==> config.mk <==
export PLATFORM = sky130hd
export DESIGN_NAME = bus_cmd_gen
export DESIGN_NICKNAME = d
export VERILOG_FILES = /design/src/rtl/bus_cmd_pkg.sv /design/src/rtl/bus_cycle_seq.sv /design/src/rtl/bus_strobe_gen.sv /design/src/rtl/bus_cmd_gate.sv /design/src/rtl/bus_cmd_gen.sv
export SDC_FILE = /design/constraint.sdc
export NUM_CORES = 1
export LEC_CHECK = 0
export ABC_AREA = 1
export BUFFER_PORTS_ARGS = -buffer_cell sky130_fd_sc_hd__clkbuf_2
export CAP_MARGIN = 0
export CORE_MARGIN = 2
export CORE_UTILIZATION = 40
export CTS_BUF_LIST = sky130_fd_sc_hd__clkbuf_8
export DETAILED_ROUTE_END_ITERATION = 8
export HOLD_SLACK_MARGIN = 0.05
export PLACE_DENSITY = 0.65
export SYNTH_ARGS = -nofsm -noshare
export SYNTH_HDL_FRONTEND = slang
export SYNTH_SLANG_ARGS = --single-unit
==> constraint.sdc <==
create_clock -name clk -period 1.3 [get_ports clk]
set_input_delay 0.39 -clock clk [delete_from_list [all_inputs] [get_ports clk]]
set_output_delay 0.39 -clock clk [all_outputs]
set_load 0.05 [all_outputs]
==> src/rtl/bus_cmd_pkg.sv <==
package bus_cmd_pkg;

    localparam int STATUS_W = 3;
    localparam int PHASE_W  = 3;
    localparam int NUM_CMD  = 7;

    typedef enum logic [STATUS_W-1:0] {
        ST_IACK    = 3'b000,
        ST_IORD    = 3'b001,
        ST_IOWR    = 3'b010,
        ST_HALT    = 3'b011,
        ST_CODE    = 3'b100,
        ST_MRD     = 3'b101,
        ST_MWR     = 3'b110,
        ST_PASSIVE = 3'b111
    } status_e;

    typedef enum logic [PHASE_W-1:0] {
        PH_IDLE = 3'd0,
        PH_T1   = 3'd1,
        PH_T2   = 3'd2,
        PH_T3   = 3'd3,
        PH_T4   = 3'd4
    } phase_e;

    typedef struct packed {
        logic mem_rd;
        logic mem_wr;
        logic io_rd;
        logic io_wr;
        logic iack;
        logic xfer;
    } cmd_kind_t;

    // Lane order inside the command vector; I/O-side lanes sit in the upper bits.
    typedef struct packed {
        logic iack;
        logic io_wr_early;
        logic io_wr;
        logic io_rd;
        logic mem_wr_early;
        logic mem_wr;
        logic mem_rd;
    } cmd_lanes_t;

    localparam logic [NUM_CMD-1:0] IO_LANE_MASK = 7'b111_1000;

    function automatic cmd_kind_t decode_status(input logic [STATUS_W-1:0] code);
        cmd_kind_t k;
        k = '0;
        case (code)
            ST_IACK: begin k.iack   = 1'b1; k.xfer = 1'b1; end
            ST_IORD: begin k.io_rd  = 1'b1; k.xfer = 1'b1; end
            ST_IOWR: begin k.io_wr  = 1'b1; k.xfer = 1'b1; end
            ST_CODE,
            ST_MRD:  begin k.mem_rd = 1'b1; k.xfer = 1'b1; end
            ST_MWR:  begin k.mem_wr = 1'b1; k.xfer = 1'b1; end
            default: k = '0;
        endcase
        return k;
    endfunction

    function automatic logic is_inbound(input cmd_kind_t k);
        return k.mem_rd | k.io_rd | k.iack;
    endfunction

    function automatic phase_e next_phase(input phase_e p);
        case (p)
            PH_T1:   return PH_T2;
            PH_T2:   return PH_T3;
            PH_T3:   return PH_T4;
            default: return PH_IDLE;
        endcase
    endfunction

endpackage

==> src/rtl/bus_cycle_seq.sv <==
module bus_cycle_seq
    import bus_cmd_pkg::*;
(
    input  logic                clk,
    input  logic                rst,
    input  logic [STATUS_W-1:0] status_i,
    output phase_e              phase_o,
    output cmd_kind_t           kind_o
);

    phase_e    phase_q;
    cmd_kind_t kind_q;
    logic      was_passive_q;
    logic      now_active;

    assign now_active = (status_i != ST_PASSIVE);

    always_ff @(posedge clk) begin
        if (rst) begin
            phase_q       <= PH_IDLE;
            kind_q        <= '0;
            was_passive_q <= 1'b1;
        end else begin
            was_passive_q <= ~now_active;
            if (phase_q == PH_IDLE) begin
                if (was_passive_q && now_active) begin
                    phase_q <= PH_T1;
                    kind_q  <= decode_status(status_i);
                end
            end else begin
                phase_q <= next_phase(phase_q);
            end
        end
    end

    assign phase_o = phase_q;
    assign kind_o  = kind_q;

endmodule

==> src/rtl/bus_strobe_gen.sv <==
module bus_strobe_gen
    import bus_cmd_pkg::*;
(
    input  phase_e     phase_i,
    input  cmd_kind_t  kind_i,
    output cmd_lanes_t lanes_o,
    output logic       addr_strobe_o,
    output logic       dir_out_o,
    output logic       xfer_win_o
);

    logic in_t1;
    logic cmd_win;
    logic late_win;
    logic busy;

    assign in_t1    = (phase_i == PH_T1);
    assign cmd_win  = (phase_i == PH_T2) || (phase_i == PH_T3);
    assign late_win = (phase_i == PH_T3);
    assign busy     = (phase_i != PH_IDLE);

    always_comb begin
        lanes_o              = '0;
        lanes_o.mem_rd       = kind_i.mem_rd & cmd_win;
        lanes_o.io_rd        = kind_i.io_rd  & cmd_win;
        lanes_o.iack         = kind_i.iack   & cmd_win;
        lanes_o.mem_wr_early = kind_i.mem_wr & cmd_win;
        lanes_o.io_wr_early  = kind_i.io_wr  & cmd_win;
        lanes_o.mem_wr       = kind_i.mem_wr & late_win;
        lanes_o.io_wr        = kind_i.io_wr  & late_win;
    end

    assign addr_strobe_o = in_t1;
    assign dir_out_o     = ~(busy & is_inbound(kind_i));
    assign xfer_win_o    = kind_i.xfer & (cmd_win | (phase_i == PH_T4));

endmodule

==> src/rtl/bus_cmd_gate.sv <==
module bus_cmd_gate
    import bus_cmd_pkg::*;
(
    input  cmd_lanes_t         lanes_i,
    input  logic               xfer_win_i,
    input  logic               addr_en_n_i,
    input  logic               cmd_en_i,
    input  logic               io_bus_mode_i,
    output logic [NUM_CMD-1:0] cmd_n_o,
    output logic               xcvr_en_o
);

    logic               mem_gate;
    logic               io_gate;
    logic [NUM_CMD-1:0] raw;

    assign mem_gate = cmd_en_i & ~addr_en_n_i;
    assign io_gate  = cmd_en_i & (io_bus_mode_i | ~addr_en_n_i);
    assign raw      = lanes_i;

    for (genvar i = 0; i < NUM_CMD; i++) begin : g_lane
        if (IO_LANE_MASK[i]) begin : g_io
            assign cmd_n_o[i] = ~(raw[i] & io_gate);
        end else begin : g_mem
            assign cmd_n_o[i] = ~(raw[i] & mem_gate);
        end
    end

    assign xcvr_en_o = xfer_win_i & cmd_en_i;

endmodule

==> src/rtl/bus_cmd_gen.sv <==
module bus_cmd_gen
    import bus_cmd_pkg::*;
(
    input  logic       clk,
    input  logic       rst,
    input  logic [2:0] status_i,
    input  logic       addr_en_n_i,
    input  logic       cmd_en_i,
    input  logic       io_bus_mode_i,
    output logic       mem_rd_n_o,
    output logic       mem_wr_n_o,
    output logic       mem_wr_early_n_o,
    output logic       io_rd_n_o,
    output logic       io_wr_n_o,
    output logic       io_wr_early_n_o,
    output logic       irq_ack_n_o,
    output logic       addr_strobe_o,
    output logic       xcvr_dir_o,
    output logic       xcvr_en_o
);

    phase_e             phase;
    cmd_kind_t          kind;
    cmd_lanes_t         lanes;
    logic               xfer_win;
    logic [NUM_CMD-1:0] cmd_n;
    cmd_lanes_t         cmd_n_s;

    bus_cycle_seq u_seq (
        .clk      (clk),
        .rst      (rst),
        .status_i (status_i),
        .phase_o  (phase),
        .kind_o   (kind)
    );

    bus_strobe_gen u_strobe (
        .phase_i       (phase),
        .kind_i        (kind),
        .lanes_o       (lanes),
        .addr_strobe_o (addr_strobe_o),
        .dir_out_o     (xcvr_dir_o),
        .xfer_win_o    (xfer_win)
    );

    bus_cmd_gate u_gate (
        .lanes_i       (lanes),
        .xfer_win_i    (xfer_win),
        .addr_en_n_i   (addr_en_n_i),
        .cmd_en_i      (cmd_en_i),
        .io_bus_mode_i (io_bus_mode_i),
        .cmd_n_o       (cmd_n),
        .xcvr_en_o     (xcvr_en_o)
    );

    assign cmd_n_s          = cmd_n;
    assign mem_rd_n_o       = cmd_n_s.mem_rd;
    assign mem_wr_n_o       = cmd_n_s.mem_wr;
    assign mem_wr_early_n_o = cmd_n_s.mem_wr_early;
    assign io_rd_n_o        = cmd_n_s.io_rd;
    assign io_wr_n_o        = cmd_n_s.io_wr;
    assign io_wr_early_n_o  = cmd_n_s.io_wr_early;
    assign irq_ack_n_o      = cmd_n_s.iack;

endmodule

# [Yosys cells after proc, flatten, opt, wreduce, memory -nomap -nowiden]
# Cells that the tools add are included.
[word_totals] reg_bits=10 input_bits=8 output_inout_bits=10 word_cells=69
[classes] eq_ne=11 n_mux=9 bitwise_logic=33 reduce_logical=8
[ops] operator="$and 1x1->1" count=19
[ops] operator="$eq 3x3->1 const B" count=4
[ops] operator="$not 1->1" count=10
[ops] operator="$eq 3x2->1 const B" count=3
[ops] operator="$pmux 3 s3" count=1
[ops] operator="$eq 3x1->1 const B" count=2
[ops] operator="$logic_not 3->1" count=2
[ops] operator="$mux 1" count=6
[ops] operator="$mux 3" count=2
[ops] operator="$reduce_or 6->1" count=1
[ops] operator="$or 1x1->1" count=4
[ops] operator="$ne 3x3->1 const B" count=1
[ops] operator="$reduce_bool 3->1" count=1
[ops] operator="$ne 2x2->1 const B" count=1
[ops] operator="$reduce_and 2->1" count=1
[ops] operator="$reduce_or 2->1" count=1
[ops] operator="$logic_and 1x1->1" count=1
[ops] operator="$logic_or 1x1->1" count=1

# [Depth between registers and ports, before layout]
# Gate-level depths: netlist (run 1).
[logic_depth] ltp_word=5 depth_mapped=6 depth_no_buf=6

# [Cells and area by module]
# A second synthesis (run 1) with hierarchy kept.
[unflattened] hier_cells=97 area_unflattened_um2=624.3
[modules_own_cells] mod="bus_cycle_seq" n_inst=1 cells_per_inst=58 area_per_inst_um2=432.9 seq_area_each_um2=200.2
[modules_own_cells] mod="bus_strobe_gen" n_inst=1 cells_per_inst=26 area_per_inst_um2=123.9 seq_area_each_um2=0.0
[modules_own_cells] mod="bus_cmd_gate" n_inst=1 cells_per_inst=13 area_per_inst_um2=67.6 seq_area_each_um2=0.0

# [Worst setup path before layout (run 1)]
# No wires, ideal clock.
[synth_timing] path_kind="flip-flop to output port" startpoint="reg u_seq.kind_q (netlist bit u_seq.kind_o[1])" endpoint="out xcvr_dir_o" t_arrival_ps=1523 t_required_ps=910 path_slack_ps=-613 path_stages_with_launch=2 n_path_buf=0 path_cell_list="dfxtp_1 o31ai_1"
[synth_between] elab_chain_len=3
[synth_lines] element="start: declaration" line_no="bus_cycle_seq.sv:12" rtl="cmd_kind_t kind_q;"
[synth_lines] element="start signal: assignment" line_no="bus_cycle_seq.sv:28" rtl="kind_q <= decode_status(status_i);"
[synth_lines] element="$or 1x1->1" line_no="bus_cmd_pkg.sv:64" rtl="return k.mem_rd | k.io_rd | k.iack;"
[synth_lines] element="$and 1x1->1" line_no="bus_strobe_gen.sv:34" rtl="assign dir_out_o = ~(busy & is_inbound(kind_i));"
[synth_lines] element="$not 1->1" line_no="bus_strobe_gen.sv:34"
[synth_lines] element="end: declaration" line_no="bus_cmd_gen.sv:18" rtl="output logic xcvr_dir_o,"
# Every way passes these cells.

# [Final worst setup path (run 1)]
[layout_timing] startpoint="reg u_seq.phase_q[1] (netlist: u_seq.phase_o[1])" endpoint="out xcvr_en_o"
[layout_between] elab_chain_len=5 elab_cells_between_ends=7 cone_classes="eq/ne: 3; bitwise: 3; reduce/logical: 1"
[layout_lines] element="start: declaration" line_no="bus_cycle_seq.sv:11" rtl="phase_e phase_q;"
[layout_lines] element="start signal: assignment" line_no="bus_cycle_seq.sv:31" rtl="phase_q <= next_phase(phase_q);"
[layout_lines] element="$eq 3x2->1" line_no="bus_strobe_gen.sv:18" rtl="assign cmd_win = (phase_i == PH_T2) || (phase_i == PH_T3);"
[layout_lines] element="$logic_or 1x1->1" line_no="bus_strobe_gen.sv:18"
[layout_lines] element="$or 1x1->1 (*)" line_no="bus_strobe_gen.sv:35" rtl="assign xfer_win_o = kind_i.xfer & (cmd_win | (phase_i == PH_T4));"
[layout_lines] element="$and 1x1->1 (*)" line_no="bus_strobe_gen.sv:35"
[layout_lines] element="$and 1x1->1 (*)" line_no="bus_cmd_gate.sv:29" rtl="assign xcvr_en_o = xfer_win_i & cmd_en_i;"
[layout_lines] element="end: declaration" line_no="bus_cmd_gen.sv:19" rtl="output logic xcvr_en_o"
# Every way passes the cells marked *; elsewhere a longest branch is shown, timed or not.

==> report_table.html, run 1 <==
<table>
<tr><th>Metric</th><th>Value</th></tr>
<tr><th colspan="2">Status</th></tr>
<tr><td>Result of the run</td><td>finished, violations left</td></tr>
<tr><td>Violations in the final reports</td><td>setup timing</td></tr>
<tr><th colspan="2">CTS</th></tr>
<tr><td>CTS tree</td><td>built</td></tr>
<tr><td>CTS Hold Bufs</td><td>0</td></tr>
<tr><td>Cts bufs inserted</td><td>3</td></tr>
<tr><td>Root buf cell</td><td>sky130_fd_sc_hd__clkbuf_8</td></tr>
<tr><td>Latest clock arrival within the worst-skew pair</td><td>0.24 ns</td></tr>
<tr><td>Clock transition at the register clock pins on the worst setup and hold paths after CTS</td><td>0.05 ns</td></tr>
<tr><td>CTS max path bufs</td><td>2</td></tr>
<tr><td>Clock H-tree levels</td><td>1</td></tr>
<tr><td>Clock sink count</td><td>10</td></tr>
<tr><th colspan="2">Timing</th></tr>
<tr><td>FMAX</td><td>0.626 GHz</td></tr>
<tr><td>Final critical path time including I/O delays and setup</td><td>1.60 ns</td></tr>
<tr><td>Unrepaired setup endpoints after global routing</td><td>true</td></tr>
<tr><td>Max-Slew Margin vs Limit</td><td>0.803</td></tr>
<tr><td>Final worst clock skew</td><td>0.00364 ns</td></tr>
<tr><td>Worst hold slack</td><td>0.336 ns</td></tr>
<tr><td>Final hold violation count</td><td>0</td></tr>
<tr><td>Pins over their slew limit</td><td>0</td></tr>
<tr><td>Final worst setup slack</td><td>-0.297 ns</td></tr>
<tr><td>Worst Tran Pin Value</td><td>0.295 ns</td></tr>
<tr><td>Number of failing setup endpoints in the final timing report</td><td>11</td></tr>
<tr><td>Post-route fraction of the period consumed by the critical path</td><td>1.23</td></tr>
<tr><th colspan="2">Pwr</th></tr>
<tr><td>Switching power total</td><td>0.000380 W</td></tr>
<tr><td>Internal power</td><td>0.000761 W</td></tr>
<tr><td>Clock group share of total power</td><td>0.341</td></tr>
<tr><td>Cell area power density</td><td>1080 nW/um^2</td></tr>
<tr><td>Reported leakage power</td><td>0.484 nW</td></tr>
<tr><td>Net switching fraction of the power</td><td>0.333</td></tr>
<tr><td>Sequential share of power</td><td>0.330</td></tr>
<tr><td>Gate power share</td><td>0.329</td></tr>
<tr><td>Maximum vdd ir drop</td><td>between 0.0008 and 0.0009 V</td></tr>
<tr><th colspan="2">Routing</th></tr>
<tr><td>Number of nets with antenna violations after detailed routing</td><td>0</td></tr>
<tr><td>DRC marker count from the first detailed-route iteration</td><td>9</td></tr>
<tr><td>Residual DRC count</td><td>0</td></tr>
<tr><td>Number of vias per cell</td><td>4.92</td></tr>
<tr><td>Total via count in the routed design</td><td>645</td></tr>
<tr><td>Mean routed wirelength per cell</td><td>between 10 and 15 um</td></tr>
<tr><td>Number of iterations in the first detailed-routing pass</td><td>4</td></tr>
<tr><td>Final wirelength</td><td>1570 um</td></tr>
<tr><th colspan="2">Logic synthesis</th></tr>
<tr><td>Post-synth ARST share</td><td>0</td></tr>
<tr><td>Most common library cells after synthesis</td><td>sky130_fd_sc_hd__nand2_1, sky130_fd_sc_hd__nor2_1, sky130_fd_sc_hd__inv_1, sky130_fd_sc_hd__nand3_1, sky130_fd_sc_hd__dfxtp_1</td></tr>
<tr><td>Number of instances in the synthesized netlist</td><td>between 80 and 90</td></tr>
<tr><td>Count of distinct cell types in the synthesized netlist</td><td>17</td></tr>
<tr><td>Most used DFF post-synth</td><td>sky130_fd_sc_hd__dfxtp_1</td></tr>
<tr><td>Portion of the post-synthesis area used by sequential elements</td><td>0.359</td></tr>
<tr><td>Average cell area after synthesis</td><td>6.72 um^2</td></tr>
<tr><td>Top cells by area, synth</td><td>sky130_fd_sc_hd__dfxtp_1, sky130_fd_sc_hd__nand2_1, sky130_fd_sc_hd__nand3_1, sky130_fd_sc_hd__nor2_1, sky130_fd_sc_hd__inv_1</td></tr>
<tr><td>YS warnings</td><td>0</td></tr>
<tr><td>Number of storage elements in the synthesis netlist</td><td>10</td></tr>
<tr><td>Number of enable flip-flop cells after synthesis</td><td>0</td></tr>
<tr><td>Cell area after technology mapping</td><td>558 um^2</td></tr>
<tr><td>Total nets after synthesis</td><td>91</td></tr>
<tr><td>Count leader, synth</td><td>sky130_fd_sc_hd__nand2_1</td></tr>
<tr><td>Portion of synthesized cell area occupied by the leading cell type</td><td>0.359</td></tr>
<tr><td>Library cell with the largest summed area after synthesis</td><td>sky130_fd_sc_hd__dfxtp_1</td></tr>
<tr><th colspan="2">Placed design</th></tr>
<tr><td>Count of input and output buffers</td><td>17</td></tr>
<tr><td>Routability congestion estimate from global placement</td><td>roughly 0.7</td></tr>
<tr><td>Cell area after placement</td><td>841 um^2</td></tr>
<tr><td>Post-DP HPWL</td><td>between 900 and 1000 um</td></tr>
<tr><td>Placed Cells incl. Taps</td><td>about 120</td></tr>
<tr><td>Post-placement setup slack</td><td>-0.279 ns</td></tr>
<tr><th colspan="2">Cells and area</th></tr>
<tr><td>Area taken by flip-flops and latches</td><td>211 um^2</td></tr>
<tr><td>Antenna diode instance count</td><td>0</td></tr>
<tr><td>Finished layout cell area</td><td>1060 um^2</td></tr>
<tr><td>Cell Count, Final, Fillers Out</td><td>131</td></tr>
<tr><td>Layout Nets</td><td>125</td></tr>
<tr><td>Filler cell count</td><td>89</td></tr>
<tr><td>Area growth syn-to-layout</td><td>90.1%</td></tr>
<tr><td>Area occupied by multi-input gates</td><td>roughly 450 um^2</td></tr>
<tr><td>Share of layout cells above drive strength 1</td><td>0.569</td></tr>
<tr><th colspan="2">Global route</th></tr>
<tr><td>Total congestion overflow</td><td>0</td></tr>
<tr><td>Global-route wire length before repair</td><td>approximately 2200 um</td></tr>
<tr><td>Global-route usage over all layers</td><td>0.207</td></tr>
<tr><td>Antenna violations before repair</td><td>0</td></tr>
<tr><td>Largest net degree at the start of global routing</td><td>11</td></tr>
<tr><td>Via count of the first global-routing pass</td><td>551</td></tr>
<tr><th colspan="2">Worst setup path</th></tr>
<tr><td>CP peak stage delay</td><td>0.35 ns</td></tr>
<tr><td>Required @ worst endpoint</td><td>0.91 ns</td></tr>
<tr><td>Peak fanout along the critical path</td><td>4</td></tr>
<tr><td>Ordered list of cells on the worst path</td><td>nand2_2 -&gt; inv_2 -&gt; nand2_4 -&gt; nand3_2 -&gt; nand3_2 -&gt; clkinvlp_4 -&gt; clkbuf_16</td></tr>
<tr><td>Cell mode on critical path</td><td>sky130_fd_sc_hd__nand3_2</td></tr>
<tr><td>Worst Path Arrival</td><td>1.21 ns</td></tr>
<tr><td>Crit Path Class</td><td>reg -&gt; out</td></tr>
<tr><td>Kind of end point of the critical path</td><td>output port</td></tr>
<tr><td>Type of element launching the critical path</td><td>flop</td></tr>
<tr><td>Master of the slowest instance on the critical path</td><td>sky130_fd_sc_hd__dfxtp_4</td></tr>
<tr><th colspan="2">Die</th></tr>
<tr><td># rows</td><td>13</td></tr>
<tr><td>Area of the core</td><td>1300 um^2</td></tr>
<tr><td>Vert. Die Dim</td><td>approximately 41 um</td></tr>
<tr><td>Width of the die</td><td>41.4 um</td></tr>
<tr><td>Overall die area</td><td>1710 um^2</td></tr>
<tr><td>I/O pins</td><td>18</td></tr>
<tr><td>Initial core utilization</td><td>0.429</td></tr>
<tr><th colspan="2">Worst hold path</th></tr>
<tr><td>Min-Delay Path Class</td><td>in -&gt; reg</td></tr>
<tr><th colspan="2">Flow run</th></tr>
<tr><td>Total of max-cap violations</td><td>0</td></tr>
</table>
-- worst max-delay path: cells and delay by family, from the launching register on --
family	cells	cell delay (ns)
simple gates	4	0.31
flops	1	0.35
buf+inv	3	0.31
-- repair_timing --
action / CTS / global route
setup buffers: 1 / 1
resized for setup: 31 / 7
pin swaps: 2 / 5
cloned: 0 / 1
endpoints found under the setup margin: 10 / 15
-- area by class of cell --
| class | instances | share of cell area |
|---|---|---|
| tap | 15 | 0.0177 |
| timing repair buffer | 28 | 0.262 |
| inverter | 11 | 0.0448 |
| multi-input combinational | 63 | 0.425 |
| clock buffer | 4 | 0.0519 |
| sequential | 10 | 0.199 |
-- stage by stage --
stage | total power, W | setup TNS (ns) | util
6_report | 0.00114 | -2.58 | 0.815
3_3_place_gp | 0.000683 | -1.75 | 0.646
3_5_place_dp | 0.000688 | -1.91 | 0.646
4_1_cts | 0.00112 | -2.54 | 0.789
2_1_floorplan | 0.000596 | -0.138 | -
5_1_grt | 0.00120 | -3.16 | 0.815
-- cell families (layout without fill, tap and decap cells) --
kind of cell / count (synthesis) / after routing / synth area share
buffers and inverters: 11 / 43 / 0.0740
and+or+nand+nor: 58 / 59 / 0.522
DFF: 10 / 10 / 0.359
AOI/OAI and AO/OA: 4 / 4 / 0.0448
-- power by group through the flow --
stage          Sequential (W)  Clock (W)  Combinational [W]
2_1_floorplan        0.000377          0           0.000219
3_3_place_gp         0.000378          0           0.000306
3_5_place_dp         0.000378          0           0.000310
4_1_cts              0.000375   0.000403           0.000344
5_1_grt              0.000379   0.000415           0.000408
6_report             0.000377   0.000389           0.000376
-- worst paths after layout --
check	start	end	slack, ns	cells past startpoint
setup / recovery	u_seq.phase_o[1]	xcvr_en_o	-0.30	7
hold reg to reg	u_seq.kind_o[4]	u_seq.kind_o[4]	0.53	2
hold / removal	rst	u_seq.phase_o[2]	0.34	2
setup reg to reg	u_seq.phase_o[0]	u_seq.kind_o[2]	-0.01	7
-- cells in the final DEF, fill, tap and decap left out, types with 2 or more instances in the layout --
master	instances
sky130_fd_sc_hd__dfxtp_1	7
sky130_fd_sc_hd__nor2_2	5
sky130_fd_sc_hd__nand2_2	3
sky130_fd_sc_hd__inv_2	2
sky130_fd_sc_hd__nand2_4	5
sky130_fd_sc_hd__nand3_2	5
sky130_fd_sc_hd__buf_6	2
sky130_fd_sc_hd__buf_4	9
sky130_fd_sc_hd__clkbuf_8	10
sky130_fd_sc_hd__nand3_1	4
sky130_fd_sc_hd__nor2_4	2
sky130_fd_sc_hd__dfxtp_4	3
sky130_fd_sc_hd__inv_1	7
sky130_fd_sc_hd__nor2_1	11
sky130_fd_sc_hd__buf_8	3
sky130_fd_sc_hd__nand3_4	3
sky130_fd_sc_hd__nand2_1	17
sky130_fd_sc_hd__clkbuf_2	7
-- state kept, by name, indices dropped and copies added (netlist names) --
register and count:
u_seq.kind_o 6, u_seq.phase_o 3, u_seq.was_passive_q 1
-- metal layers --
layer	GRT usage	up-vias	routed length, um	share of wire
met1	0.239	292	637	0.40
met3	0.0479	4	64	0.041
met2	0.359	19	839	0.53
li1	-	330	-	-
met4	0.0968	0	32	0.020
met5	0	-	0	0
No activity file was read; power rests on OpenSTA's default activity.
==> run 2: changes to the inputs <==
==> constraint.sdc (replaced) <==
create_clock -name clk -period 1.6 [get_ports clk]
set_input_delay 0.48 -clock clk [delete_from_list [all_inputs] [get_ports clk]]
set_output_delay 0.48 -clock clk [all_outputs]
set_load 0.05 [all_outputs]
==> report_table.html, run 2 (synthesis results as in run 1) <==
<table>
<tr><th>Metric</th><th>Value</th></tr>
<tr><th colspan="2">Pwr</th></tr>
<tr><td>Clock group share of total power</td><td>0.316</td></tr>
<tr><td>Sequential share of power</td><td>0.370</td></tr>
<tr><td>Cell area power density</td><td>856 nW/um^2</td></tr>
<tr><td>Internal power</td><td>0.000544 W</td></tr>
<tr><td>Switching power total</td><td>0.000275 W</td></tr>
<tr><td>Maximum vdd ir drop</td><td>0.000517 V</td></tr>
<tr><td>Reported leakage power</td><td>0.449 nW</td></tr>
<tr><td>Gate power share</td><td>0.314</td></tr>
<tr><td>Net switching fraction of the power</td><td>0.336</td></tr>
<tr><th colspan="2">Global route</th></tr>
<tr><td>Global-route wire length before repair</td><td>about 2300 um</td></tr>
<tr><td>Largest net degree at the start of global routing</td><td>11</td></tr>
<tr><td>Via count of the first global-routing pass</td><td>543</td></tr>
<tr><td>Global-route usage over all layers</td><td>0.214</td></tr>
<tr><td>Total congestion overflow</td><td>0</td></tr>
<tr><td>Antenna violations before repair</td><td>0</td></tr>
<tr><th colspan="2">Die</th></tr>
<tr><td>Area of the core</td><td>around 1300 um^2</td></tr>
<tr><td>Vert. Die Dim</td><td>41.4 um</td></tr>
<tr><td>I/O pins</td><td>18</td></tr>
<tr><td>Initial core utilization</td><td>0.429</td></tr>
<tr><td># rows</td><td>13</td></tr>
<tr><td>Overall die area</td><td>1710 um^2</td></tr>
<tr><td>Width of the die</td><td>between 40 and 50 um</td></tr>
<tr><th colspan="2">Placed design</th></tr>
<tr><td>Post-placement setup slack</td><td>-0.152 ns</td></tr>
<tr><td>Count of input and output buffers</td><td>17</td></tr>
<tr><td>Post-DP HPWL</td><td>approximately 950 um</td></tr>
<tr><td>Routability congestion estimate from global placement</td><td>a little over 0.7</td></tr>
<tr><th colspan="2">Cells and area</th></tr>
<tr><td>Layout Nets</td><td>approximately 120</td></tr>
<tr><td>Share of layout cells above drive strength 1</td><td>0.523</td></tr>
<tr><td>Filler cell count</td><td>96</td></tr>
<tr><td>Final cell utilization of the core</td><td>0.735</td></tr>
<tr><td>Area growth syn-to-layout</td><td>71.3%</td></tr>
<tr><td>Max FFs per register</td><td>6</td></tr>
<tr><td>Antenna diode instance count</td><td>0</td></tr>
<tr><td>Most common library cell in the layout ignoring fill and taps</td><td>sky130_fd_sc_hd__nand2_1</td></tr>
<tr><td>Most frequent cells in the layout</td><td>sky130_fd_sc_hd__nand2_1, sky130_fd_sc_hd__nor2_1, sky130_fd_sc_hd__nand3_2</td></tr>
<tr><th colspan="2">CTS</th></tr>
<tr><td>Root buf cell</td><td>sky130_fd_sc_hd__clkbuf_8</td></tr>
<tr><td>CTS max path bufs</td><td>2</td></tr>
<tr><td>Clock sink count</td><td>10</td></tr>
<tr><td>Latest clock arrival within the worst-skew pair</td><td>0.23 ns</td></tr>
<tr><td>CTS Hold Bufs</td><td>0</td></tr>
<tr><td>Clock transition at the register clock pins on the worst setup and hold paths after CTS</td><td>approximately 0.05 ns</td></tr>
<tr><td>Clock H-tree levels</td><td>1</td></tr>
<tr><td>Cts bufs inserted</td><td>3</td></tr>
<tr><td>CTS tree</td><td>built</td></tr>
<tr><th colspan="2">Timing</th></tr>
<tr><td>Worst Tran Pin Value</td><td>about 0.29 ns</td></tr>
<tr><td>Final hold violation count</td><td>0</td></tr>
<tr><td>Final critical path time including I/O delays and setup</td><td>about 1.7 ns</td></tr>
<tr><td>Pins over their slew limit</td><td>0</td></tr>
<tr><td>Final worst setup slack</td><td>-0.0565 ns</td></tr>
<tr><td>Worst hold slack</td><td>0.435 ns</td></tr>
<tr><td>Final worst clock skew</td><td>0.00346 ns</td></tr>
<tr><td>Number of failing setup endpoints in the final timing report</td><td>8</td></tr>
<tr><td>Setup Total Neg Slack</td><td>-0.334 ns</td></tr>
<tr><td>Max-Slew Margin vs Limit</td><td>0.807</td></tr>
<tr><td>Unrepaired setup endpoints after global routing</td><td>true</td></tr>
<tr><td>FMAX</td><td>0.604 GHz</td></tr>
<tr><td>Post-route fraction of the period consumed by the critical path</td><td>1.04</td></tr>
<tr><th colspan="2">Worst setup path</th></tr>
<tr><td>Required @ worst endpoint</td><td>approximately 1.1 ns</td></tr>
<tr><td>Setup crit start</td><td>u_seq.phase_o[0]</td></tr>
<tr><td>Peak fanout along the critical path</td><td>4</td></tr>
<tr><td>Worst Path Arrival</td><td>1.18 ns</td></tr>
<tr><td>Kind of end point of the critical path</td><td>output port</td></tr>
<tr><td>Type of element launching the critical path</td><td>flop</td></tr>
<tr><td>Crit Path Class</td><td>reg -&gt; out</td></tr>
<tr><td>Critical register-to-register path startpoint</td><td>u_seq.phase_o[0]</td></tr>
<tr><th colspan="2">Routing</th></tr>
<tr><td>Number of nets with antenna violations after detailed routing</td><td>0</td></tr>
<tr><td>Final wirelength</td><td>approximately 1600 um</td></tr>
<tr><td>Mean routed wirelength per cell</td><td>roughly 13 um</td></tr>
<tr><td>Number of vias per cell</td><td>4.88</td></tr>
<tr><td>Met1 Wirelength</td><td>667 um</td></tr>
<tr><td>DRC marker count from the first detailed-route iteration</td><td>7</td></tr>
<tr><td>DR WL met3</td><td>between 40 and 50 um</td></tr>
<tr><td>Number of iterations in the first detailed-routing pass</td><td>4</td></tr>
<tr><td>Total via count in the routed design</td><td>605</td></tr>
<tr><td>Residual DRC count</td><td>0</td></tr>
<tr><td>DR WL met2</td><td>approximately 840 um</td></tr>
<tr><td>Top layer reached by signal wires</td><td>met4</td></tr>
<tr><th colspan="2">Status</th></tr>
<tr><td>Violations in the final reports</td><td>setup timing</td></tr>
<tr><td>Result of the run</td><td>finished, violations left</td></tr>
<tr><th colspan="2">Flow run</th></tr>
<tr><td>Total of max-cap violations</td><td>0</td></tr>
<tr><th colspan="2">Worst hold path</th></tr>
<tr><td>Min-Delay Path Class</td><td>in -&gt; reg</td></tr>
<tr><td>Hold Crit Start</td><td>rst</td></tr>
</table>
-- run 2: changes by cell type in the layout (fill, tap and decap cells not counted), moves of 2 or more --
| cell | change |
|---|---|
| sky130_fd_sc_hd__buf_4 | -2 |
| sky130_fd_sc_hd__clkbuf_8 | -5 |
| sky130_fd_sc_hd__buf_8 | +3 |
| sky130_fd_sc_hd__nand3_2 | +3 |
| sky130_fd_sc_hd__nand2_1 | +2 |
| sky130_fd_sc_hd__nand3_4 | -3 |
-- run 2: stage by stage --
| stage | std cells | total power (W) | cell area [um^2] |
|---|---|---|---|
| 3_5_place_dp | 119 | 0.000500 | 704 |
| 5_1_grt | 124 | 0.000864 | 956 |
| 4_1_cts | 123 | 0.000796 | 896 |
| 6_report | 124 | 0.000819 | 956 |
| 2_1_floorplan | 83 | 0.000451 | 571 |
| 3_3_place_gp | 119 | 0.000497 | 704 |
-- run 2: power by group through the flow --
| stage | clock network [W] | logic [W] | registers (W) |
|---|---|---|---|
| detailed placement | 0 | 0.000197 | 0.000303 |
| global route | 0.000275 | 0.000282 | 0.000307 |
| finish | 0.000259 | 0.000257 | 0.000303 |
| floorplan | 0 | 0.000153 | 0.000298 |
| global placement | 0 | 0.000194 | 0.000302 |
| CTS | 0.000261 | 0.000235 | 0.000300 |
-- run 2: final timing paths --
path	to	slack, ns	cells past startpoint
min	u_seq.phase_o[2]	0.44	2
min reg2reg	u_seq.kind_o[4]	0.50	2
max	xcvr_dir_o	-0.06	5
max reg2reg	u_seq.kind_o[0]	0.33	8
-- run 2: worst max-delay path, cell delays in order (launching register included) --
cell and delay [ns]:
sky130_fd_sc_hd__dfxtp_4 0.36, sky130_fd_sc_hd__nor2_4 0.12, sky130_fd_sc_hd__buf_4 0.13, sky130_fd_sc_hd__nand2_4 0.05, sky130_fd_sc_hd__o31ai_2 0.06, sky130_fd_sc_hd__clkbuf_8 0.23
-- run 2: cell type report --
cell class | instances | area, um^2 | share of cell area
clock buffers | 3 | 41.3 | 0.0432
inverters | 11 | 43.8 | 0.0458
multi-input cells | 62 | 404 | 0.423
flip-flops and latches | 10 | 211 | 0.221
well taps | 15 | 18.8 | 0.0196
repair buffers | 23 | 236 | 0.247
-- run 2: repair_timing --
item	CTS	global route
hold endpoints to repair	0	0
buffers inserted	1	1
pin swaps	8	3
resized for setup	39	19
endpoints found under the setup margin	10	10
-- run 2: metal layers --
layer | track usage | vias up
met2 | 0.383 | 13
met3 | 0.0479 | 2
met1 | 0.250 | 273
li1 | - | 317
met5 | 0 | -
met4 | 0.0726 | 0
